### src/rtl/irq_agg_pkg.sv
package irq_agg_pkg;
    typedef enum logic {
        ST_QUIET   = 1'b0,
        ST_FLAGGED = 1'b1
    } fire_state_e;

    localparam int unsigned ADDR_STATUS = 0;
    localparam int unsigned ADDR_ENABLE = 1;
endpackage

### src/rtl/irq_src_slice.sv
module irq_src_slice (
    input  logic clk,
    input  logic rst_n,
    input  logic ev,
    input  logic en,
    input  logic clr,
    output logic status_q,
    output logic status_d,
    output logic pend_q,
    output logic rel
);
    logic pend_d;

    always_comb begin
        rel      = pend_q & en;
        status_d = (ev & en) | rel | (status_q & ~clr);
        if (rel) pend_d = 1'b0;
        else     pend_d = pend_q | (ev & ~en);
    end

    always_ff @(posedge clk) begin
        if (!rst_n) begin
            status_q <= 1'b0;
            pend_q   <= 1'b0;
        end else begin
            status_q <= status_d;
            pend_q   <= pend_d;
        end
    end

    assert_set_wins_R4: assert property (@(posedge clk) disable iff (!rst_n)
        (ev && en) |=> status_q);
    assert_masked_park_R6: assert property (@(posedge clk) disable iff (!rst_n)
        (ev && !en && !clr) |=> (pend_q && status_q == $past(status_q)));
    assert_release_R7: assert property (@(posedge clk) disable iff (!rst_n)
        (pend_q && en) |=> (status_q && !pend_q));
    assert_clear_R3: assert property (@(posedge clk) disable iff (!rst_n)
        (clr && !ev && !(pend_q && en)) |=> !status_q);
endmodule

### src/rtl/irq_reg_port.sv
module irq_reg_port
    import irq_agg_pkg::*;
#(
    parameter int unsigned NUM_SRC = 8,
    parameter int unsigned ADDR_W  = 2
) (
    input  logic               clk,
    input  logic               rst_n,
    input  logic               reg_wr,
    input  logic [ADDR_W-1:0]  reg_addr,
    input  logic [NUM_SRC-1:0] reg_wdata,
    input  logic [NUM_SRC-1:0] status_vec,
    output logic [NUM_SRC-1:0] en_q,
    output logic [NUM_SRC-1:0] clr_mask,
    output logic [NUM_SRC-1:0] reg_rdata
);
    localparam logic [ADDR_W-1:0] A_STAT = ADDR_W'(ADDR_STATUS);
    localparam logic [ADDR_W-1:0] A_EN   = ADDR_W'(ADDR_ENABLE);

    logic hit_stat, hit_en;

    always_comb begin
        hit_stat = reg_wr && (reg_addr == A_STAT);
        hit_en   = reg_wr && (reg_addr == A_EN);
        clr_mask = hit_stat ? reg_wdata : '0;
        if (reg_addr == A_STAT)    reg_rdata = status_vec;
        else if (reg_addr == A_EN) reg_rdata = en_q;
        else                       reg_rdata = '0;
    end

    always_ff @(posedge clk) begin
        if (!rst_n)      en_q <= '0;
        else if (hit_en) en_q <= reg_wdata;
    end

    assert_en_load_R10: assert property (@(posedge clk) disable iff (!rst_n)
        (reg_wr && reg_addr == A_EN) |=> (en_q == $past(reg_wdata)));
    assert_en_keep_R10: assert property (@(posedge clk) disable iff (!rst_n)
        !(reg_wr && reg_addr == A_EN) |=> $stable(en_q));
endmodule

### src/rtl/irq_fire_fsm.sv
module irq_fire_fsm
    import irq_agg_pkg::*;
(
    input  logic clk,
    input  logic rst_n,
    input  logic now_any,
    input  logic next_any,
    input  logic rel_any,
    output logic irq
);
    fire_state_e state_q, state_d;
    logic        fire;

    always_comb begin
        state_d = state_q;
        fire    = 1'b0;
        unique case (state_q)
            ST_QUIET: begin
                if (next_any) begin
                    state_d = ST_FLAGGED;
                    fire    = 1'b1;
                end
            end
            ST_FLAGGED: begin
                if (!next_any) state_d = ST_QUIET;
                fire = rel_any;
            end
            default: state_d = ST_QUIET;
        endcase
    end

    always_ff @(posedge clk) begin
        if (!rst_n) state_q <= ST_QUIET;
        else        state_q <= state_d;
    end

    always_ff @(posedge clk) begin
        if (!rst_n) irq <= 1'b0;
        else        irq <= fire;
    end

    assert_state_tracks_R5: assert property (@(posedge clk) disable iff (!rst_n)
        ((state_q == ST_QUIET) == !now_any));
    assert_irq_has_status_R2: assert property (@(posedge clk) disable iff (!rst_n)
        irq |-> now_any);
    assert_arm_fires_R2: assert property (@(posedge clk) disable iff (!rst_n)
        (!now_any && next_any) |=> irq);
    assert_no_refire_R5: assert property (@(posedge clk) disable iff (!rst_n)
        (now_any && !rel_any) |=> !irq);
endmodule

### src/rtl/irq_status_agg.sv
module irq_status_agg #(
    parameter int unsigned NUM_SRC = 8,
    parameter int unsigned ADDR_W  = 2
) (
    input  logic               clk,
    input  logic               rst_n,
    input  logic [NUM_SRC-1:0] evt,
    input  logic               reg_wr,
    input  logic [ADDR_W-1:0]  reg_addr,
    input  logic [NUM_SRC-1:0] reg_wdata,
    output logic [NUM_SRC-1:0] reg_rdata,
    output logic               irq
);
    logic [NUM_SRC-1:0] status_q, status_d, pend_q, rel, en_q, clr_mask;

    irq_reg_port #(.NUM_SRC(NUM_SRC), .ADDR_W(ADDR_W)) u_port (
        .clk       (clk),
        .rst_n     (rst_n),
        .reg_wr    (reg_wr),
        .reg_addr  (reg_addr),
        .reg_wdata (reg_wdata),
        .status_vec(status_q),
        .en_q      (en_q),
        .clr_mask  (clr_mask),
        .reg_rdata (reg_rdata)
    );

    for (genvar i = 0; i < NUM_SRC; i++) begin : g_src
        irq_src_slice u_slice (
            .clk     (clk),
            .rst_n   (rst_n),
            .ev      (evt[i]),
            .en      (en_q[i]),
            .clr     (clr_mask[i]),
            .status_q(status_q[i]),
            .status_d(status_d[i]),
            .pend_q  (pend_q[i]),
            .rel     (rel[i])
        );
    end

    irq_fire_fsm u_fsm (
        .clk     (clk),
        .rst_n   (rst_n),
        .now_any (|status_q),
        .next_any(|status_d),
        .rel_any (|rel),
        .irq     (irq)
    );

    assert_pend_masked_R6: assert property (@(posedge clk) disable iff (!rst_n)
        ((pend_q & $past(en_q) & en_q) == '0));
endmodule

### config.mk
export PLATFORM = sky130hd
export DESIGN_NAME = irq_status_agg
export DESIGN_NICKNAME = d
export VERILOG_FILES = /design/src/rtl/irq_agg_pkg.sv /design/src/rtl/irq_src_slice.sv /design/src/rtl/irq_reg_port.sv /design/src/rtl/irq_fire_fsm.sv /design/src/rtl/irq_status_agg.sv
export SDC_FILE = /design/constraint.sdc
export NUM_CORES = 1
export LEC_CHECK = 0
export BUFFER_PORTS_ARGS = -buffer_cell sky130_fd_sc_hd__buf_4
export CAP_MARGIN = 30
export CORE_AREA = 2 2 60 62
export CTS_BUF_LIST = sky130_fd_sc_hd__clkbuf_8 sky130_fd_sc_hd__clkbuf_16
export DETAILED_ROUTE_END_ITERATION = 10
export DIE_AREA = 0 0 62 64
export PLACE_DENSITY = 0.62
export SETUP_SLACK_MARGIN = 0.02
export SLEW_MARGIN = 20
export SYNTH_ARGS = -nofsm -noshare
export SYNTH_HDL_FRONTEND = slang
export SYNTH_SLANG_ARGS = --single-unit
### constraint.sdc
create_clock -name clk -period 1.2 [get_ports clk]
set_input_delay 0.06 -clock clk [delete_from_list [all_inputs] [get_ports clk]]
set_output_delay 0.06 -clock clk [all_outputs]
set_load 0.005 [all_outputs]
* Word level (Yosys, flattened, before mapping)
Index checks and enable logic that the tools add are counted.
** Operators by class
- Shifts and indexed selects :: 0
- Multiplexer cells :: 5
- Bitwise operators :: 74
- Multipliers :: 0
- $add $sub $neg :: 0
- Reduce and logical (&&, ||, !) cells :: 13
- Order comparisons :: 0
- Equal/unequal tests :: 1
- Divide/modulo/power cells :: 0
** Operator list (count)
- 1-bit AND :: 32
- 8-bit 2-to-1 mux :: 3
- 1-bit OR :: 24
- 1-bit NOT :: 18
- 2-bit OR reduction :: 8
- 8-bit OR reduction :: 2
- 2-bit by 1-bit == test with 1-bit output, second input constant :: 1
- 1-bit logical AND :: 2
- 2-bit zero test :: 1
- 1-bit case mux with 2 select lines :: 1
- 1-bit 2-to-1 mux :: 1
** Storage, ports and cells
- Word-level logic and storage cells :: 112
- Bits in latches :: 0
- Memories kept :: 0
- Bits in registers :: 26
- Memory bits (read-only) :: 0
- Input bits :: 21
- Output and inout port bits :: 9
- Memory bits (writable) :: 0

* Depth between registers and ports, before layout
- Depth in word-level cells :: 9
- Gate-level depth with buffers :: 5

* By module
A second synthesis with hierarchy kept.
** Unflattened totals
- Cells, all modules :: 149
- Area, all modules :: 1387.6 um2
** By module, submodules not included
- irq_src_slice :: sequential area each 40.0 um2, instances 8, cells an instance 9, area an instance 93.8 um2
- irq_reg_port :: sequential area each 160.2 um2, instances 1, cells an instance 63, area an instance 525.5 um2
- irq_fire_fsm :: sequential area each 40.0 um2, instances 1, cells an instance 5, area an instance 62.6 um2
- irq_status_agg :: sequential area each 0.0 um2, instances 1, cells an instance 9, area an instance 48.8 um2

* Worst setup path after synthesis
OpenSTA, ideal clock, no wires.
- Path type :: input to register
- Start point :: input reg_addr[0]
- End point :: register u_fsm.irq
- Setup time :: 0.130 ns
- Slack :: 0.014 ns
- Data arrival time :: 1.056 ns
- Cell stages on the path :: 5
- Cells stage by stage :: buf_6 nor3b_4 o211ai_2 nor4_2 a31oi_1
** Between the ends
- Longest elaborated chain between the ends :: 9
- Elaborated cells on any way between the ends :: 30
** RTL lines
- start, declared :: line irq_status_agg.sv:9 : input logic [ADDR_W-1:0] reg_addr,
- 2-bit zero test (*) :: line irq_reg_port.sv:23 : hit_stat = reg_wr && (reg_addr == A_STAT);
- 1-bit logical AND (*) :: line irq_reg_port.sv:23
- 8-bit 2-to-1 mux (*) :: line irq_reg_port.sv:25 : clr_mask = hit_stat ? reg_wdata : '0;
- 1-bit NOT :: line irq_src_slice.sv:16 : status_d = (ev & en) | rel | (status_q & ~clr);
- 1-bit AND :: line irq_src_slice.sv:16
- 1-bit OR :: line irq_src_slice.sv:16
- 8-bit OR reduction (*) :: line irq_status_agg.sv:46 : .next_any(|status_d),
- 1-bit 2-to-1 mux (*) :: line irq_fire_fsm.sv:19 : if (next_any) begin
- 1-bit case mux with 2 select lines (*) :: line irq_fire_fsm.sv:17 : unique case (state_q)
- end signal, assigned :: line irq_fire_fsm.sv:39 : else irq <= fire;
- end, declared :: line irq_fire_fsm.sv:9 : output logic irq
Mark *: on every way between the ends. The rest lies on a longest branch, timed or not.
A chain may end at the register's enable or synchronous reset.

* Worst setup path after layout
- Start point :: register g_src[2].u_slice.pend_q
- End point :: register u_fsm.irq
** Between the ends
- Longest elaborated chain between the ends :: 6
- Elaborated cells on any way between the ends :: 7
** RTL lines
- start, declared :: line irq_src_slice.sv:9 : output logic pend_q,
- start signal, assigned :: line irq_src_slice.sv:27 : pend_q <= pend_d;
- 1-bit AND (*) :: line irq_src_slice.sv:15 : rel = pend_q & en;
- 1-bit OR (2 in a row) :: line irq_src_slice.sv:16
- 8-bit OR reduction :: line irq_status_agg.sv:46
- 1-bit 2-to-1 mux :: line irq_fire_fsm.sv:19
- 1-bit case mux with 2 select lines (*) :: line irq_fire_fsm.sv:17
Marked as above.

==> results.cfg <==
[outcome]
run_status = finished, violations left
failed_checks = negative setup slack

[timing]
fmax_mhz = 801.9
timing.max_slew.rel_slack = 0.7679
grt_setup_unrepaired = yes
worstMarginPinSlew_ns = 0.3481
clock_skew_ns = 0.004572
finalWorstPathRequiredPeriod_ns = 1.247
fin_crit_sh = 1.039
setup_slack_ns = -0.04700
final-max-slew-violation-count = 0
finalSetupViolations = 1
finalHoldViolCount = 0

[drt]
dr_total_vias = 1129
drt-total-wl_mm = 2.928
met2_wl_mm = 1.384
route.detailed.wl_per_inst_um = 12.68
routed_via_density = 4.887
met3_wirelength_um = 131
drc_marker_count_from_the_first_detailed_route_iteration = 41
count_of_antenna_violating_nets_left_after_detailed_routing = 0
wl_met1_mm = 1.355
route.detailed.drc = 0
dr.pass1.iters = 4
route.top_layer_used = met4

[synthesis]
synth.lib_cells_used.distinct = 28
syn-cell-area_sq_um = 1240
number_of_synthesized_flops_with_an_enable_pin = 0
nets_in_the_synthesized_netlist = 159
post-synth-top-area-fraction = 0.4198
synthesis.instances = 138
synth_async_reset_ratio = 0
avgSynthCellArea_sq_um = 8.985
synthDominantAreaCellType = sky130_fd_sc_hd__dfxtp_1
postSynthRegisterBits = 26
synth_top_cells_by_area = sky130_fd_sc_hd__dfxtp_1 (42%), sky130_fd_sc_hd__mux2i_1 (13%), sky130_fd_sc_hd__nor2_1 (6.4%), sky130_fd_sc_hd__o21ai_0 (4.8%), sky130_fd_sc_hd__nor3b_1 (4.8%)
synth.yosys.seq_area_share = 0.4198
ys_warn_count = 0
synth_flop_cell = sky130_fd_sc_hd__dfxtp_1

[floorplan]
floorplan.die.width_um = 62
core_sq_um = 3284
chipHeight_um = 64
dieArea_sq_um = 3968
std_cell_rows = 21
ios = 30
initial_util = 0.3775

[power]
power_leakage_nw = 0.7825
vdd_drop_max_uv = 530.7
power_per_cell_area_nw_per_um2 = 1171

[layout]
fin_nets = 207
leading_cell_types_in_the_layout_fill_and_taps_excluded = sky130_fd_sc_hd__buf_4 (46), sky130_fd_sc_hd__dfxtp_1 (23), sky130_fd_sc_hd__nor2_1 (20)
area_delta_synth_final_pct = 40.87
final_util = 0.5318
mostFrequentLayoutCell = sky130_fd_sc_hd__buf_4
drive_above_1_share = 0.3622
diode_insertion_count_for_antenna_repair = 0
fillerInstances = 322

[clock_network]
cts.htree.levels = 1
clock_tree_sinks = 26
numCtsBuffers = 3
worst_skew_pair.late_latency_ns = 0.27
clk_path_buf_depth = 2
clock_root_cell = sky130_fd_sc_hd__clkbuf_8
cts_hold_buffers = 0
path_clk_slew_ns = 0.09
cts_tree = yes

[placement]
pre_cts_ws_ns = -0.08965
place.port_buffers = 29
hpwl_mm = 2.194
gp_congestion = 0.8013

[setup_path]
timing.critical_path.arrival_ns = 1.40
setup.worst_path.end_class = register
critPathRequiredTime_ns = 1.36
path_max_fanout = 2
cp_slowest_cell = sky130_fd_sc_hd__dfxtp_1
critical_path_class = register to register
max_stage_delay_ns = 0.33
setup.worst_path.start_class = register
critPathTopFamily = compound AO/OA/AOI/OAI gates
timing.critical_path.cells = buf_4 -> a222oi_1 -> nand3_1 -> o21ai_1 -> a31oi_1
critPathBufInv = 1

[global_route]
grt_pass1_wl_mm = 4.912
vias_in_the_first_global_route = 1096
maximum_number_of_pins_on_one_net_before_global_route_repair = 27
grt_remaining_overflow = 0
grt_use_total = 0.1646
antenna_found_initial = 0

[hold_path]
min_path_type = primary input to register

[run]
drv_cap = 0
==> final timing paths <==
kind                                         startpoint             end  slack (ns)  cells past startpoint
worst max-delay path            g_src[2].u_slice.pend_q       u_fsm.irq       -0.05                      5
worst min-delay path                       reg_wdata[0]  u_port.en_q[0]        0.05                      3
worst max register to register  g_src[2].u_slice.pend_q       u_fsm.irq       -0.05                      5
worst min register to register            u_fsm.state_q       u_fsm.irq        0.48                      2
==> layout make-up <==
type / instances / area, sq um / share of cell area
inverter: 8 / 30.03 / 0.01719
clock inverter: 1 / 30.03 / 0.01719
timing repair buffer: 48 / 367.9 / 0.2106
sequential: 26 / 524.3 / 0.3001
multi-input combinational: 99 / 695.7 / 0.3983
tap: 46 / 57.56 / 0.03295
clock buffer: 3 / 41.29 / 0.02364
==> power by group <==
| part | internal [mW] | total (mW) | switching, mW |
|---|---|---|---|
| clock | 0.446 | 0.728 | 0.282 |
| sequential | 0.921 | 0.960 | 0.0385 |
| combinational | 0.202 | 0.357 | 0.155 |
==> what timing repair did <==
item	CTS	global route
buffers inserted	0	2
pin swaps	1	4
setup endpoints to repair	2	5
gates resized for setup	9	14
hold endpoints to repair	0	0
==> flip-flops by register name (all words and copies together), names as in the netlist <==
name and count:
g_src.u_slice.pend_q 8, g_src.u_slice.status_q 8, u_port.en_q 8, u_fsm.irq 1
u_fsm.state_q 1
==> per-layer routing <==
metal | vias to the layer above | global-route usage
li1 | 572 | -
met1 | 517 | 0.2257
met2 | 33 | 0.2578
met3 | 7 | 0.01822
met4 | 0 | 0.06383
met5 | - | 0
==> synth_stat cells, types with 2 or more instances <==
master	instances
sky130_fd_sc_hd__clkbuf_1	2
sky130_fd_sc_hd__a21boi_0	3
sky130_fd_sc_hd__buf_6	2
sky130_fd_sc_hd__mux2i_1	16
sky130_fd_sc_hd__nor2b_1	8
sky130_fd_sc_hd__o21a_1	3
sky130_fd_sc_hd__dfxtp_1	26
sky130_fd_sc_hd__inv_1	8
sky130_fd_sc_hd__nor4_1	2
sky130_fd_sc_hd__nand2b_1	3
sky130_fd_sc_hd__nand2_1	8
sky130_fd_sc_hd__nor3b_1	8
sky130_fd_sc_hd__o211ai_2	2
sky130_fd_sc_hd__o21ai_0	12
sky130_fd_sc_hd__a22oi_1	2
sky130_fd_sc_hd__nor2_1	21
==> stage by stage <==
| stage | setup TNS, ns | total power [mW] | instances | cell area (sq um) | hold slack [ns] |
|---|---|---|---|---|---|
| after floorplan | 0 | 1.143 | 138 | 1240 | 0.2253 |
| after global placement | -0.07238 | 1.295 | 225 | 1608 | 0.3226 |
| after detailed placement | -0.1484 | 1.301 | 225 | 1608 | 0.3330 |
| after CTS | 0 | 2.046 | 229 | 1695 | 0.04357 |
| after global routing | -0.1095 | 2.137 | 231 | 1747 | 0.07561 |
| final | -0.04700 | 2.045 | 231 | 1747 | 0.05080 |
==> cell families after synthesis <==
kind of cell           Yosys count  synth area share
AND/OR/NAND/NOR                 56            0.2482
AO/OA/AOI/OAI                   27            0.1504
flip-flops                      26            0.4198
multiplexers                    16            0.1292
buffers and inverters           13           0.05247
==> worst register-to-register path: cells and delay by family (launching register included) <==
kind / cells / cell delay [ns]
simple gates: 1 / 0.12
buf+inv: 1 / 0.13
flops: 1 / 0.33
compound gates: 3 / 0.55
Power figures use the tool's default switching activity.
